<file path="config.mk">
export PLATFORM = sky130hd
export DESIGN_NAME = hbridge_chopper
export DESIGN_NICKNAME = d
export VERILOG_FILES = /design/src/rtl/hbc_pkg.sv /design/src/rtl/hbc_seq.sv /design/src/rtl/hbc_gate_map.sv /design/src/rtl/hbridge_chopper.sv
export SDC_FILE = /design/constraint.sdc
export NUM_CORES = 1
export LEC_CHECK = 0
export CAP_MARGIN = 20
export CORE_MARGIN = 3
export CORE_UTILIZATION = 31
export CTS_BUF_LIST = sky130_fd_sc_hd__clkbuf_16
export DETAILED_ROUTE_END_ITERATION = 6
export HOLD_SLACK_MARGIN = 0.06
export PLACE_DENSITY = 0.5
export SLEW_MARGIN = 0
export SYNTH_ARGS = -nofsm -noshare
export SYNTH_HDL_FRONTEND = slang
export SYNTH_SLANG_ARGS = --single-unit
</file>
<file path="constraint.sdc">
create_clock -name clk -period 4 [get_ports clk]
set_input_delay 0.4 -clock clk [delete_from_list [all_inputs] [get_ports clk]]
set_output_delay 0.4 -clock clk [all_outputs]
set_load 0.01 [all_outputs]
</file>
<file path="src/rtl/hbc_pkg.sv">
package hbc_pkg;

  typedef enum logic [1:0] {
    PH_IDLE  = 2'd0,
    PH_DEAD  = 2'd1,
    PH_DRIVE = 2'd2,
    PH_OFF   = 2'd3
  } phase_t;

  typedef enum logic [1:0] {
    DK_SLOW  = 2'b00,
    DK_FAST  = 2'b01,
    DK_MIXED = 2'b10,
    DK_SLOW2 = 2'b11
  } decay_t;

  typedef struct packed {
    logic hs_a;
    logic ls_a;
    logic hs_b;
    logic ls_b;
  } gates_t;

  localparam gates_t GATES_OFF = '0;

  // Largest of three counts, used to size the shared timer.
  function automatic logic [31:0] max3(input logic [31:0] a, input logic [31:0] b,
                                       input logic [31:0] c);
    logic [31:0] m;
    m = (a > b) ? a : b;
    return (m > c) ? m : c;
  endfunction

  // Fast portion of a mixed off time, never longer than the off time itself.
  function automatic logic [31:0] fast_span(input logic [31:0] req, input logic [31:0] off_len);
    return (req > off_len) ? off_len : req;
  endfunction

  // True while the off time should be in fast decay.
  function automatic logic fast_now(input decay_t m, input logic [31:0] elapsed,
                                    input logic [31:0] span);
    case (m)
      DK_FAST:  return 1'b1;
      DK_MIXED: return (elapsed < span);
      default:  return 1'b0;
    endcase
  endfunction

  function automatic gates_t drive_pair(input logic fwd);
    gates_t g;
    g = GATES_OFF;
    if (fwd) begin
      g.hs_a = 1'b1;
      g.ls_b = 1'b1;
    end else begin
      g.hs_b = 1'b1;
      g.ls_a = 1'b1;
    end
    return g;
  endfunction

  function automatic gates_t decay_pair(input logic fast);
    gates_t g;
    g = GATES_OFF;
    if (!fast) begin
      g.ls_a = 1'b1;
      g.ls_b = 1'b1;
    end
    return g;
  endfunction

endpackage

</file>
<file path="src/rtl/hbc_seq.sv">
module hbc_seq
  import hbc_pkg::*;
#(
  parameter int OFF_CYCLES   = 40,
  parameter int BLANK_CYCLES = 6,
  parameter int DEAD_CYCLES  = 50,
  parameter int CNT_W        = 6
) (
  input  logic             clk,
  input  logic             rst_n,
  input  logic             dir,
  input  logic             enable,
  input  logic             trip,
  output phase_t           phase,
  output logic             dir_lat,
  output logic [CNT_W-1:0] tmr
);

  localparam logic [CNT_W-1:0] BLANK_LD = CNT_W'(BLANK_CYCLES);
  localparam logic [CNT_W-1:0] DEAD_LD  = CNT_W'(DEAD_CYCLES);
  localparam logic [CNT_W-1:0] OFF_LAST = CNT_W'(OFF_CYCLES - 1);
  localparam logic [CNT_W-1:0] ONE      = CNT_W'(1);

  phase_t           phase_n;
  logic             dir_n;
  logic [CNT_W-1:0] tmr_n;

  // Named internal events, shared by the next-state logic and the assertions.
  logic dir_flip;
  logic blanked;
  logic trip_hit;
  logic dead_done;
  logic off_done;

  assign dir_flip  = (phase != PH_IDLE) && (dir != dir_lat);
  assign blanked   = (phase == PH_DRIVE) && (tmr != '0);
  assign trip_hit  = (phase == PH_DRIVE) && (tmr == '0) && trip;
  assign dead_done = (phase == PH_DEAD) && (tmr == ONE);
  assign off_done  = (phase == PH_OFF) && (tmr == OFF_LAST);

  always_comb begin
    phase_n = phase;
    dir_n   = dir_lat;
    tmr_n   = tmr;
    if (!enable) begin
      phase_n = PH_IDLE;
      tmr_n   = '0;
      dir_n   = dir;
    end else if (phase == PH_IDLE) begin
      phase_n = PH_DRIVE;
      tmr_n   = BLANK_LD;
      dir_n   = dir;
    end else if (dir_flip) begin
      phase_n = PH_DEAD;
      tmr_n   = DEAD_LD;
      dir_n   = dir;
    end else begin
      case (phase)
        PH_DEAD: begin
          if (dead_done) begin
            phase_n = PH_DRIVE;
            tmr_n   = BLANK_LD;
          end else begin
            tmr_n = tmr - ONE;
          end
        end
        PH_DRIVE: begin
          if (blanked) begin
            tmr_n = tmr - ONE;
          end else if (trip_hit) begin
            phase_n = PH_OFF;
            tmr_n   = '0;
          end
        end
        PH_OFF: begin
          if (off_done) begin
            phase_n = PH_DRIVE;
            tmr_n   = BLANK_LD;
          end else begin
            tmr_n = tmr + ONE;
          end
        end
        default: begin
          phase_n = PH_IDLE;
          tmr_n   = '0;
        end
      endcase
    end
  end

  always_ff @(posedge clk or negedge rst_n) begin
    if (!rst_n) begin
      phase   <= PH_IDLE;
      dir_lat <= 1'b0;
      tmr     <= '0;
    end else begin
      phase   <= phase_n;
      dir_lat <= dir_n;
      tmr     <= tmr_n;
    end
  end

  // a direction change on an enabled bridge always enters the dead time.
  p_dead_on_flip_r7: assert property (@(posedge clk) disable iff (!rst_n)
    (enable && dir_flip) |=> (phase == PH_DEAD));

  // a blanked drive cycle stays in drive whatever trip does.
  p_blank_holds_r6: assert property (@(posedge clk) disable iff (!rst_n)
    (enable && blanked && !dir_flip) |=> (phase == PH_DRIVE));

  // the last off-time cycle returns to drive.
  p_off_returns_r2: assert property (@(posedge clk) disable iff (!rst_n)
    (enable && off_done && !dir_flip) |=> (phase == PH_DRIVE));

  // an accepted trip always starts the off time from its first cycle.
  p_trip_starts_off_r2: assert property (@(posedge clk) disable iff (!rst_n)
    (enable && trip_hit && !dir_flip) |=> (phase == PH_OFF && tmr == '0));

endmodule

</file>
<file path="src/rtl/hbc_gate_map.sv">
module hbc_gate_map
  import hbc_pkg::*;
#(
  parameter int OFF_CYCLES = 40,
  parameter int CNT_W      = 6,
  parameter int FAST_W     = 6
) (
  input  phase_t            phase,
  input  logic              dir_lat,
  input  decay_t            mode,
  input  logic [CNT_W-1:0]  elapsed,
  input  logic [FAST_W-1:0] fast_len,
  output gates_t            gates
);

  logic [31:0] span;
  logic        fast_phase;

  assign span       = fast_span(32'(fast_len), 32'(OFF_CYCLES));
  assign fast_phase = fast_now(mode, 32'(elapsed), span);

  always_comb begin
    case (phase)
      PH_DRIVE: gates = drive_pair(dir_lat);
      PH_OFF:   gates = decay_pair(fast_phase);
      default:  gates = GATES_OFF;
    endcase
  end

endmodule

</file>
<file path="src/rtl/hbridge_chopper.sv">
module hbridge_chopper
  import hbc_pkg::*;
#(
  parameter int OFF_CYCLES   = 40,
  parameter int BLANK_CYCLES = 6,
  parameter int DEAD_CYCLES  = 50,
  parameter int FAST_W       = $clog2(OFF_CYCLES + 1)
) (
  input  logic              clk,
  input  logic              rst_n,
  input  logic              dir,
  input  logic [2:0]        level,
  input  logic              trip,
  input  logic [1:0]        decay_sel,
  input  logic [FAST_W-1:0] fast_len,
  input  logic              overtemp,
  output logic              hs_a,
  output logic              ls_a,
  output logic              hs_b,
  output logic              ls_b,
  output logic [2:0]        dac_code
);

  localparam int MAX_CNT = int'(max3(32'(OFF_CYCLES), 32'(BLANK_CYCLES), 32'(DEAD_CYCLES)));
  localparam int CNT_W   = $clog2(MAX_CNT + 1);

  phase_t           phase;
  logic             dir_lat;
  logic [CNT_W-1:0] tmr;
  logic             enable;
  gates_t           gates;

  assign enable = (level != 3'b000) && !overtemp;

  hbc_seq #(
    .OFF_CYCLES  (OFF_CYCLES),
    .BLANK_CYCLES(BLANK_CYCLES),
    .DEAD_CYCLES (DEAD_CYCLES),
    .CNT_W       (CNT_W)
  ) u_seq (
    .clk    (clk),
    .rst_n  (rst_n),
    .dir    (dir),
    .enable (enable),
    .trip   (trip),
    .phase  (phase),
    .dir_lat(dir_lat),
    .tmr    (tmr)
  );

  hbc_gate_map #(
    .OFF_CYCLES(OFF_CYCLES),
    .CNT_W     (CNT_W),
    .FAST_W    (FAST_W)
  ) u_map (
    .phase   (phase),
    .dir_lat (dir_lat),
    .mode    (decay_t'(decay_sel)),
    .elapsed (tmr),
    .fast_len(fast_len),
    .gates   (gates)
  );

  assign hs_a = gates.hs_a;
  assign ls_a = gates.ls_a;
  assign hs_b = gates.hs_b;
  assign ls_b = gates.ls_b;

  always_ff @(posedge clk or negedge rst_n) begin
    if (!rst_n) dac_code <= 3'b000;
    else        dac_code <= level;
  end

  // no leg ever conducts top and bottom together.
  p_leg_a_excl_r10: assert property (@(posedge clk) disable iff (!rst_n) !(hs_a && ls_a));
  p_leg_b_excl_r10: assert property (@(posedge clk) disable iff (!rst_n) !(hs_b && ls_b));

  // the DAC code trails the level input by one clock.
  p_dac_follow_r11: assert property (@(posedge clk) disable iff (!rst_n)
    1'b1 |=> (dac_code == $past(level)));

  // a zero level code switches everything off in the next cycle.
  p_level_zero_r8: assert property (@(posedge clk) disable iff (!rst_n)
    (level == 3'b000) |=> !(hs_a || ls_a || hs_b || ls_b));

  // over-temperature switches everything off in the next cycle.
  p_shutdown_r9: assert property (@(posedge clk) disable iff (!rst_n)
    overtemp |=> !(hs_a || ls_a || hs_b || ls_b));

  // no high-side switch is on during the off time.
  p_off_no_high_r3: assert property (@(posedge clk) disable iff (!rst_n)
    (phase == PH_OFF) |-> !(hs_a || hs_b));

endmodule

</file>
==> results of run 1 <==
[layout by cell type, fill, tap and decap left out, drive strengths merged, types with 3 or more instances in the layout]
cell	instances
nand2	15
clkdlybuf4s50	22
clkbuf	3
xnor2	4
nor3	6
a21oi	4
nand3	4
nor2b	3
ha	11
nor2	11
dfrtp	12
o21ai	14
a31oi	5
inv	8
[state kept, by name, indices dropped and copies added (netlist names)]
register and count:
u_seq.dir_lat 1, u_seq.tmr 6, u_seq.phase 2, dac_code 3
[per-stage QoR]
stage,instances,util
after floorplan,136,-
after global routing,199,0.414
after detailed placement,195,0.391
after global placement,195,0.391
final,199,0.414
after CTS,199,0.414
[cell type report]
cell class / instances / area [sq um] / share of cell area
clock buffers: 3 / 75.1 / 0.0523
clock inverters: 1 / 3.75 / 0.00261
inverters: 8 / 30.0 / 0.0209
multi-input cells: 107 / 749 / 0.522
flip-flops and latches: 12 / 300 / 0.209
well taps: 46 / 57.6 / 0.0401
repair buffers: 22 / 220 / 0.153
[layer usage]
metal  part of all wire  vias up  global-route usage
li1                   -      524                   -
met1               0.47      514               0.188
met2               0.47       24               0.227
met3              0.054        2              0.0304
met4             0.0027        0              0.0380
met5                  0        -                   0
[report_power, final]
group	total, mW	leakage [nW]	switching [mW]	internal [mW]
combinational	0.144	0.395	0.0708	0.0736
clock	0.179	0.0385	0.0478	0.131
sequential	0.159	0.153	0.0289	0.130
[cell families after synthesis]
kind of cell,after synthesis,synth area share
compound gates,38,0.225
xor+xnor,6,0.0455
fa+ha+maj,11,0.119
buf+inv,17,0.0910
flops,12,0.260
simple gates,52,0.259
[synthesized netlist by cell type, types with 2 or more instances]
master	number	area, sq um
buf_6	3	33.8
o21ai_0	11	55.1
a21oi_1	4	20.0
o21a_1	2	15.0
nor2_1	10	37.5
ha_1	11	138
a31oi_1	5	31.3
xor2_1	2	17.5
clkbuf_1	2	7.51
nor3b_1	2	15.0
nand2b_1	2	12.5
o21ai_1	3	15.0
nor3_1	4	20.0
nor2b_1	3	18.8
inv_1	8	30.0
or3b_1	2	17.5
nand2_1	15	56.3
xnor2_1	4	35.0
a22oi_1	2	15.0
dfrtp_1	12	300
nand3_1	3	15.0
[final timing paths]
| kind | startpoint | cells past startpoint | to | slack [ns] |
|---|---|---|---|---|
| worst min register to register | u_seq.tmr[0]$_DFFE_PN0P_ | 1 | u_seq.tmr[0]$_DFFE_PN0P_ | 0.74 |
| min in group clk | level[0] | 1 | dac_code[0]$_DFF_PN0_ | 0.63 |
| worst max register to register | u_seq.tmr[0]$_DFFE_PN0P_ | 6 | u_seq.tmr[0]$_DFFE_PN0P_ | 1.98 |
| worst min-delay path | rst_n | 1 | dac_code[0]$_DFF_PN0_ | 0.52 |
| max in group asynchronous | rst_n | 1 | u_seq.phase[0]$_DFFE_PN0P_ | 3.12 |
| worst max-delay path | fast_len[4] | 9 | ls_a | 0.85 |
==> impl_metrics.toml, run 1 <==
[finish]
area_delta_synth_final_pct = 24.4
final_layout_size_suffix_gt1_frac = 0.0850
fin_area_sq_mm = 0.00144
fill_cells = 358
diodes = 0
nets = 181

[yosys]
ys_types = 47
ys_ff_latch = 12
synth.cell_area_sq_mm = 0.00115
syn_avg_cell_area_sq_um = 8.49
synth_edf_count = 0
yosysSeqAreaShare = 0.260
postSynthCellCount = 136
synth_fp_nets = 163
yosysWarnings = 0
synth-main-ff-cell = "dfrtp_1"
ys_async_sr_fraction = 1.00

[placed_design]
port_buffers = 22
dpl.hpwl_um = 2220
place.gp.congestion = 0.816
dpl_cell_area_sq_mm = 0.00136
place_ws_ns = 0.835

[route]
viasPerCell = 5.35
routedWlPerCell_um = 15.0
drt-initial-drc-count = 34
dr_total_vias = 1064
totalWireLength_um = 2980
ant_nets = 0
first_pass_iters = 4
drc = 0

[timing]
fin_setup_tns_ns = 0
setup_slack_ns = 0.848
worst_hold_slack_ns = 0.521
finalCritPeriodShare = 0.788
skew_ns = 0.00223
slew_headroom = 0.362
report.final.slew_viol_count = 0
rsz0062_at_grt = "no"
hold_viol = 0
finalSetupViolCount = 0
fmax_ghz = 0.317
tightest_slew_ns = 0.954
period_needed_ns = 3.15

[floorplan]
die-height_um = 67.0
core_area_sq_mm = 0.00347
rows = 21
fp.dieW_um = 67.0
start_util = 0.333
die_area_sq_mm = 0.00449
num_io_pins = 23

[power_and_ir_drop]
power_density_mw_per_mm2 = 336
finalPower_uw = 482
irDropWorstVdd_mv = 0.262
leakagePower_nw = 0.587

[outcome]
status = "finished, final reports clean"

[clock_network]
cts_tree = "done"
clockRootBuffer = "clkbuf_16"
clk_pin_slew_ns = 0.04
cts_resized = 0
cts.htree.levels = 1
cts_setup_buffers = 0
cts_hold_buf = 0
worstSkewPairLatency_ns = 0.24
cts.sinks = 12
max-clock-path-buffers = 2
numCtsBuffers = 3

[global_route]
antenna_found_initial = 0
grt_use_total = 0.141
grt_overflow = 0
grt_start_max_net_pins = 23
grt_pass1_vias = 1057
grt_pass1_wl_um = 4910

[worst_setup_path]
cpPeakStageDelay_ns = 0.55
crit_path_start_kind = "input port"
cp.arrival_ns = 2.75
cp_num_buf_inv = 2
end_kind = "primary output"
required_ns = 3.60
cp_top_family = "buffers and inverters"
crit_type = "in -> out"
path_cells = "clkdlybuf4s50_1 > o21ai_0 > nand2_1 > ha_1 > and4_1 > o21ai_0 > a311o_1 > o21ai_0 > clkdlybuf4s50_1"
cp_max_fo = 3
cp_slowest_cell = "clkdlybuf4s50_1"
crit_path_frequent_cell = "o21ai_0"

[min_path]
hold_path.class = "in -> async"

[job]
maxCapViolCount = 0
Power figures use the tool's default switching activity.
==> inputs of run 2 (changes only) <==
--- a/config.mk
+++ b/config.mk
@@ -11,7 +11,7 @@
 export CTS_BUF_LIST = sky130_fd_sc_hd__clkbuf_16
 export DETAILED_ROUTE_END_ITERATION = 6
 export HOLD_SLACK_MARGIN = 0.06
-export PLACE_DENSITY = 0.5
+export PLACE_DENSITY = 0.52
 export SLEW_MARGIN = 0
 export SYNTH_ARGS = -nofsm -noshare
 export SYNTH_HDL_FRONTEND = slang
==> constraint.sdc (replaced) <==
create_clock -name clk -period 2.7 [get_ports clk]
set_input_delay 0.27 -clock clk [delete_from_list [all_inputs] [get_ports clk]]
set_output_delay 0.27 -clock clk [all_outputs]
set_load 0.01 [all_outputs]
==> impl_metrics.toml, run 2 (synthesis gave the netlist of run 1 again) <==
[route]
drt-initial-drc-count = 48
ant_nets = 0
viasPerCell = 5.20
dr_total_vias = 1082
drc = 0
totalWireLength_um = 2910
routedWlPerCell_um = 14.0
first_pass_iters = 4

[floorplan]
num_io_pins = 23
die-height_um = 67.0
core_area_sq_mm = 0.00347
rows = 21
fp.dieW_um = 67.0
start_util = 0.333
die_area_sq_mm = 0.00449

[timing]
tightest_slew_ns = 0.922
skew_ns = 0.000728
report.final.slew_viol_count = 0
fmax_ghz = 0.409
period_needed_ns = 2.45
setup_slack_ns = 0.253
slew_headroom = 0.383
hold_viol = 0
rsz0062_at_grt = "no"
finalCritPeriodShare = 0.906
finalSetupViolCount = 0

[worst_setup_path]
reg2reg_from = "u_seq.tmr[1]$_DFFE_PN0P_"
cp_slowest_cell = "clkdlybuf4s50_1"
end_kind = "primary output"
cp_num_buf_inv = 3
r2r-end = "u_seq.tmr[0]$_DFFE_PN0P_"
crit_type = "in -> out"
required_ns = 2.43
path_cells = "clkdlybuf4s50_1 > buf_4 > a21oi_1 > ha_1 > a21oi_1 > nor2b_1 > o21ai_0 > a311o_1 > o21ai_0 > dlygate4sd2_1"
reg2reg_depth = 7
crit_path_start_kind = "input port"
cp_top_family = "buffers and inverters"
cpPeakStageDelay_ns = 0.44
cp_num_cells = 10
cp_max_fo = 2
cp.arrival_ns = 2.18
r2r_setup_slack_ns = 0.80

[finish]
nets = 190
final_layout_size_suffix_gt1_frac = 0.142
area_delta_synth_final_pct = 30.7
largest_register_ffs = 6
fill_cells = 366
largest-register = "u_seq.tmr"
reg_top3 = "u_seq.tmr (6), dac_code (3), u_seq.phase (2)"
final_common_cell = "clkdlybuf4s50_1"
final_cell_mix = "clkdlybuf4s50_1, nand2_1, dfrtp_1"
diodes = 0

[job]
maxCapViolCount = 0

[clock_network]
cts_hold_buf = 0
clockRootBuffer = "clkbuf_16"
cts.sinks = 12
cts.htree.levels = 1
worstSkewPairLatency_ns = 0.23
numCtsBuffers = 3
cts_tree = "done"
max-clock-path-buffers = 2
clk_pin_slew_ns = 0.04

[placed_design]
place.gp.congestion = 0.830
place_ws_ns = -0.144
port_buffers = 22
dpl.hpwl_um = 2260

[power_and_ir_drop]
power.share.sequential = 0.282
swShare = 0.298
p_clk_frac = 0.363
p_int_uw = 509
leakagePower_nw = 0.653
finalPower_uw = 725
power_switching_uw = 216
combPwrFrac = 0.355
power_density_mw_per_mm2 = 480
irDropWorstVdd_mv = 0.440

[global_route]
grt_overflow = 0
grt_use_total = 0.141
antenna_found_initial = 0
grt_pass1_vias = 1074
grt_pass1_wl_um = 4820
grt_start_max_net_pins = 22

[outcome]
status = "finished, final reports clean"

[min_path]
hold_path.class = "in -> async"
## run 2: cell types whose count changed in the layout (fill, tap and decap cells not counted), sizes merged
cell / delta
buf: +9
clkdlybuf4s50: -2
dlygate4sd2: +1
dlymetal6s2s: +1
## run 2: worst max-delay path by stage
stage,startpoint,end
floorplan,fast_len[4],ls_a
global placement,fast_len[4],ls_a
detailed placement,fast_len[4],ls_a
CTS,fast_len[4],ls_b
global route,fast_len[4],ls_a
finish,fast_len[4],ls_a
## run 2: per-stage QoR
stage | instance area, sq um | cells | util | TNS [ns] | hold slack [ns]
after floorplan | 1150 | 136 | - | 0 | -0.0256
after global placement | 1430 | 204 | 0.411 | -0.132 | 0.635
after detailed placement | 1430 | 204 | 0.411 | -0.244 | 0.646
after CTS | 1510 | 208 | 0.434 | 0 | 0.398
after global routing | 1510 | 208 | 0.435 | 0 | 0.433
final | 1510 | 208 | 0.435 | 0 | 0.376
## run 2: final cells by class
class	instances	area (sq um)	share of cell area
Inverter	8	30.0	0.0199
Multi-Input combinational cell	107	753	0.499
Timing Repair Buffer	31	289	0.192
Sequential cell	12	300	0.199
Clock buffer	3	75.1	0.0498
Tap cell	46	57.6	0.0381
Clock inverter	1	3.75	0.00249
## run 2: power groups by stage
stage / clock network, mW / logic (mW) / registers (mW)
2_1_floorplan: 0 / 0.176 / 0.209
3_3_place_gp: 0 / 0.258 / 0.207
3_5_place_dp: 0 / 0.258 / 0.207
4_1_cts: 0.270 / 0.259 / 0.204
5_1_grt: 0.281 / 0.288 / 0.206
6_report: 0.263 / 0.257 / 0.204
## run 2: what timing repair did
action,4_1_cts,5_1_grt
gates resized for setup,3,1
buffers inserted,0,0
setup endpoints to repair,2,1
gates cloned,0,0
## run 2: layer usage
metal  vias up  GRT usage  wire length, um
met5         -          0                0
met4         0     0.0304                8
met3         2     0.0371              118
met2        19      0.240             1410
met1       521      0.177             1380
li1        540          -                -
==> inputs of run 3 (changes only) <==
--- a/config.mk
+++ b/config.mk
@@ -11,7 +11,9 @@
 export CTS_BUF_LIST = sky130_fd_sc_hd__clkbuf_16
 export DETAILED_ROUTE_END_ITERATION = 6
 export HOLD_SLACK_MARGIN = 0.06
+export MAX_ROUTING_LAYER = met4
 export PLACE_DENSITY = 0.52
+export RECOVER_POWER = 50
 export SLEW_MARGIN = 0
 export SYNTH_ARGS = -nofsm -noshare
 export SYNTH_HDL_FRONTEND = slang
==> impl_metrics.toml, run 3 (synthesis gave the netlist of run 1 again) <==
[timing]
fmax_ghz = 0.409
finalCritPeriodShare = 0.906
period_needed_ns = 2.45
report.final.slew_viol_count = 0
hold_viol = 0
worst_hold_slack_ns = 0.447
tightest_slew_ns = 0.914
fin_setup_tns_ns = 0
rsz0062_at_grt = "no"
slew_headroom = 0.389
finalSetupViolCount = 0
skew_ns = 0.000884

[clock_network]
clockRootBuffer = "clkbuf_16"
cts_tree = "done"
clk_pin_slew_ns = 0.04
worstSkewPairLatency_ns = 0.23
max-clock-path-buffers = 2
cts.htree.levels = 1
numCtsBuffers = 3
cts.sinks = 12

[worst_setup_path]
required_ns = 2.43
cp_max_fo = 2
cp.arrival_ns = 2.18
reg2reg_depth = 7
end_kind = "primary output"
reg2reg_from = "u_seq.tmr[1]$_DFFE_PN0P_"
crit_type = "in -> out"
r2r-end = "u_seq.tmr[0]$_DFFE_PN0P_"
crit_path_start_kind = "input port"
r2r_setup_slack_ns = 0.80

[floorplan]
core_area_sq_mm = 0.00347
die-height_um = 67.0
rows = 21
start_util = 0.333
fp.dieW_um = 67.0
num_io_pins = 23
die_area_sq_mm = 0.00449

[finish]
final_layout_size_suffix_gt1_frac = 0.142
final_cell_mix = "nand2_1, clkdlybuf4s50_1, dfrtp_1"
register_area_sq_um = 300
nets = 190
reg_top3 = "u_seq.tmr (6), dac_code (3), u_seq.phase (2)"
diodes = 0
multi_input_area_sq_um = 753
largest_register_ffs = 6
largest-register = "u_seq.tmr"
fill_cells = 366
fin_area_sq_mm = 0.00151
area_delta_synth_final_pct = 30.7

[placed_design]
dpl_cell_area_sq_mm = 0.00143
dpl.hpwl_um = 2260
place.gp.congestion = 0.843
port_buffers = 22

[route]
drt-initial-drc-count = 42
totalWireLength_um = 2890
routedWlPerCell_um = 13.9
first_pass_iters = 4
viasPerCell = 5.17
ant_nets = 0
drc = 0
dr_total_vias = 1075

[global_route]
grt_use_total = 0.145
grt_start_max_net_pins = 22
antenna_found_initial = 0
top_usage_layer = "met2"
grt_pass1_vias = 1073
grt_overflow = 0
use_met2 = 0.240
grt_use_met3 = 0.0371
grt_pass1_wl_um = 4830
met1_usage = 0.177

[power_and_ir_drop]
irDropWorstVdd_mv = 0.440
leakagePower_nw = 0.654
power_density_mw_per_mm2 = 479
finalPower_uw = 723

[outcome]
status = "finished, final reports clean"

[min_path]
hold_path.class = "in -> async"

[job]
maxCapViolCount = 0
-- run 3: cell types whose count changed in the layout (fill, tap and decap cells not counted), sizes merged --
cell,before,now
clkdlybuf4s50,20,15
dlygate4sd3,0,5
-- run 3: worst max-delay path by stage --
stage	to	depth (start not counted)	from	slack, ns
CTS	ls_b	10	fast_len[4]	0.005
global placement	ls_a	9	fast_len[4]	-0.09
detailed placement	ls_a	9	fast_len[4]	-0.14
floorplan	ls_a	7	fast_len[4]	0.94
finish	ls_a	10	fast_len[4]	0.25
global route	ls_a	10	fast_len[4]	0.01
-- run 3: critical path, cell delays in order --
cell and delay [ns]:
clkdlybuf4s50_1 0.44, buf_4 0.15, a21oi_1 0.13, ha_1 0.25
a21oi_1 0.14, nor2b_1 0.06, o21ai_0 0.14, a311o_1 0.22
o21ai_0 0.08, dlygate4sd2_1 0.28
-- run 3: final cells by class --
cell class	count	area share
well taps	46	0.0381
inverters	8	0.0199
clock inverters	1	0.00249
flip-flops and latches	12	0.199
multi-input cells	107	0.499
clock buffers	3	0.0498
repair buffers	31	0.192
-- run 3: metrics by stage --
stage | setup slack [ns] | utilization | std cells
final | 0.254 | 0.435 | 208
after global routing | 0.0129 | 0.435 | 208
after CTS | 0.00482 | 0.434 | 208
after detailed placement | -0.144 | 0.411 | 204
after global placement | -0.0891 | 0.411 | 204
after floorplan | 0.937 | - | 136
-- run 3: power by group --
part,total (mW),switching (mW),internal (mW),leakage [nW]
registers,0.204,0.0111,0.193,0.153
logic,0.255,0.136,0.120,0.463
clock network,0.263,0.0690,0.194,0.0385
-- run 3: timing repair --
item,in CTS,in global routing
endpoints found under the setup margin,2,1
buffers inserted,0,0
hold endpoints to repair,0,0
gates resized for setup,3,1
hold buffers,0,0
-- run 3: routing by layer --
metal	routed length, um	vias up
met5	0	-
met4	8	0
met3	151	2
met2	1390	27
met1	1340	506
li1	-	540
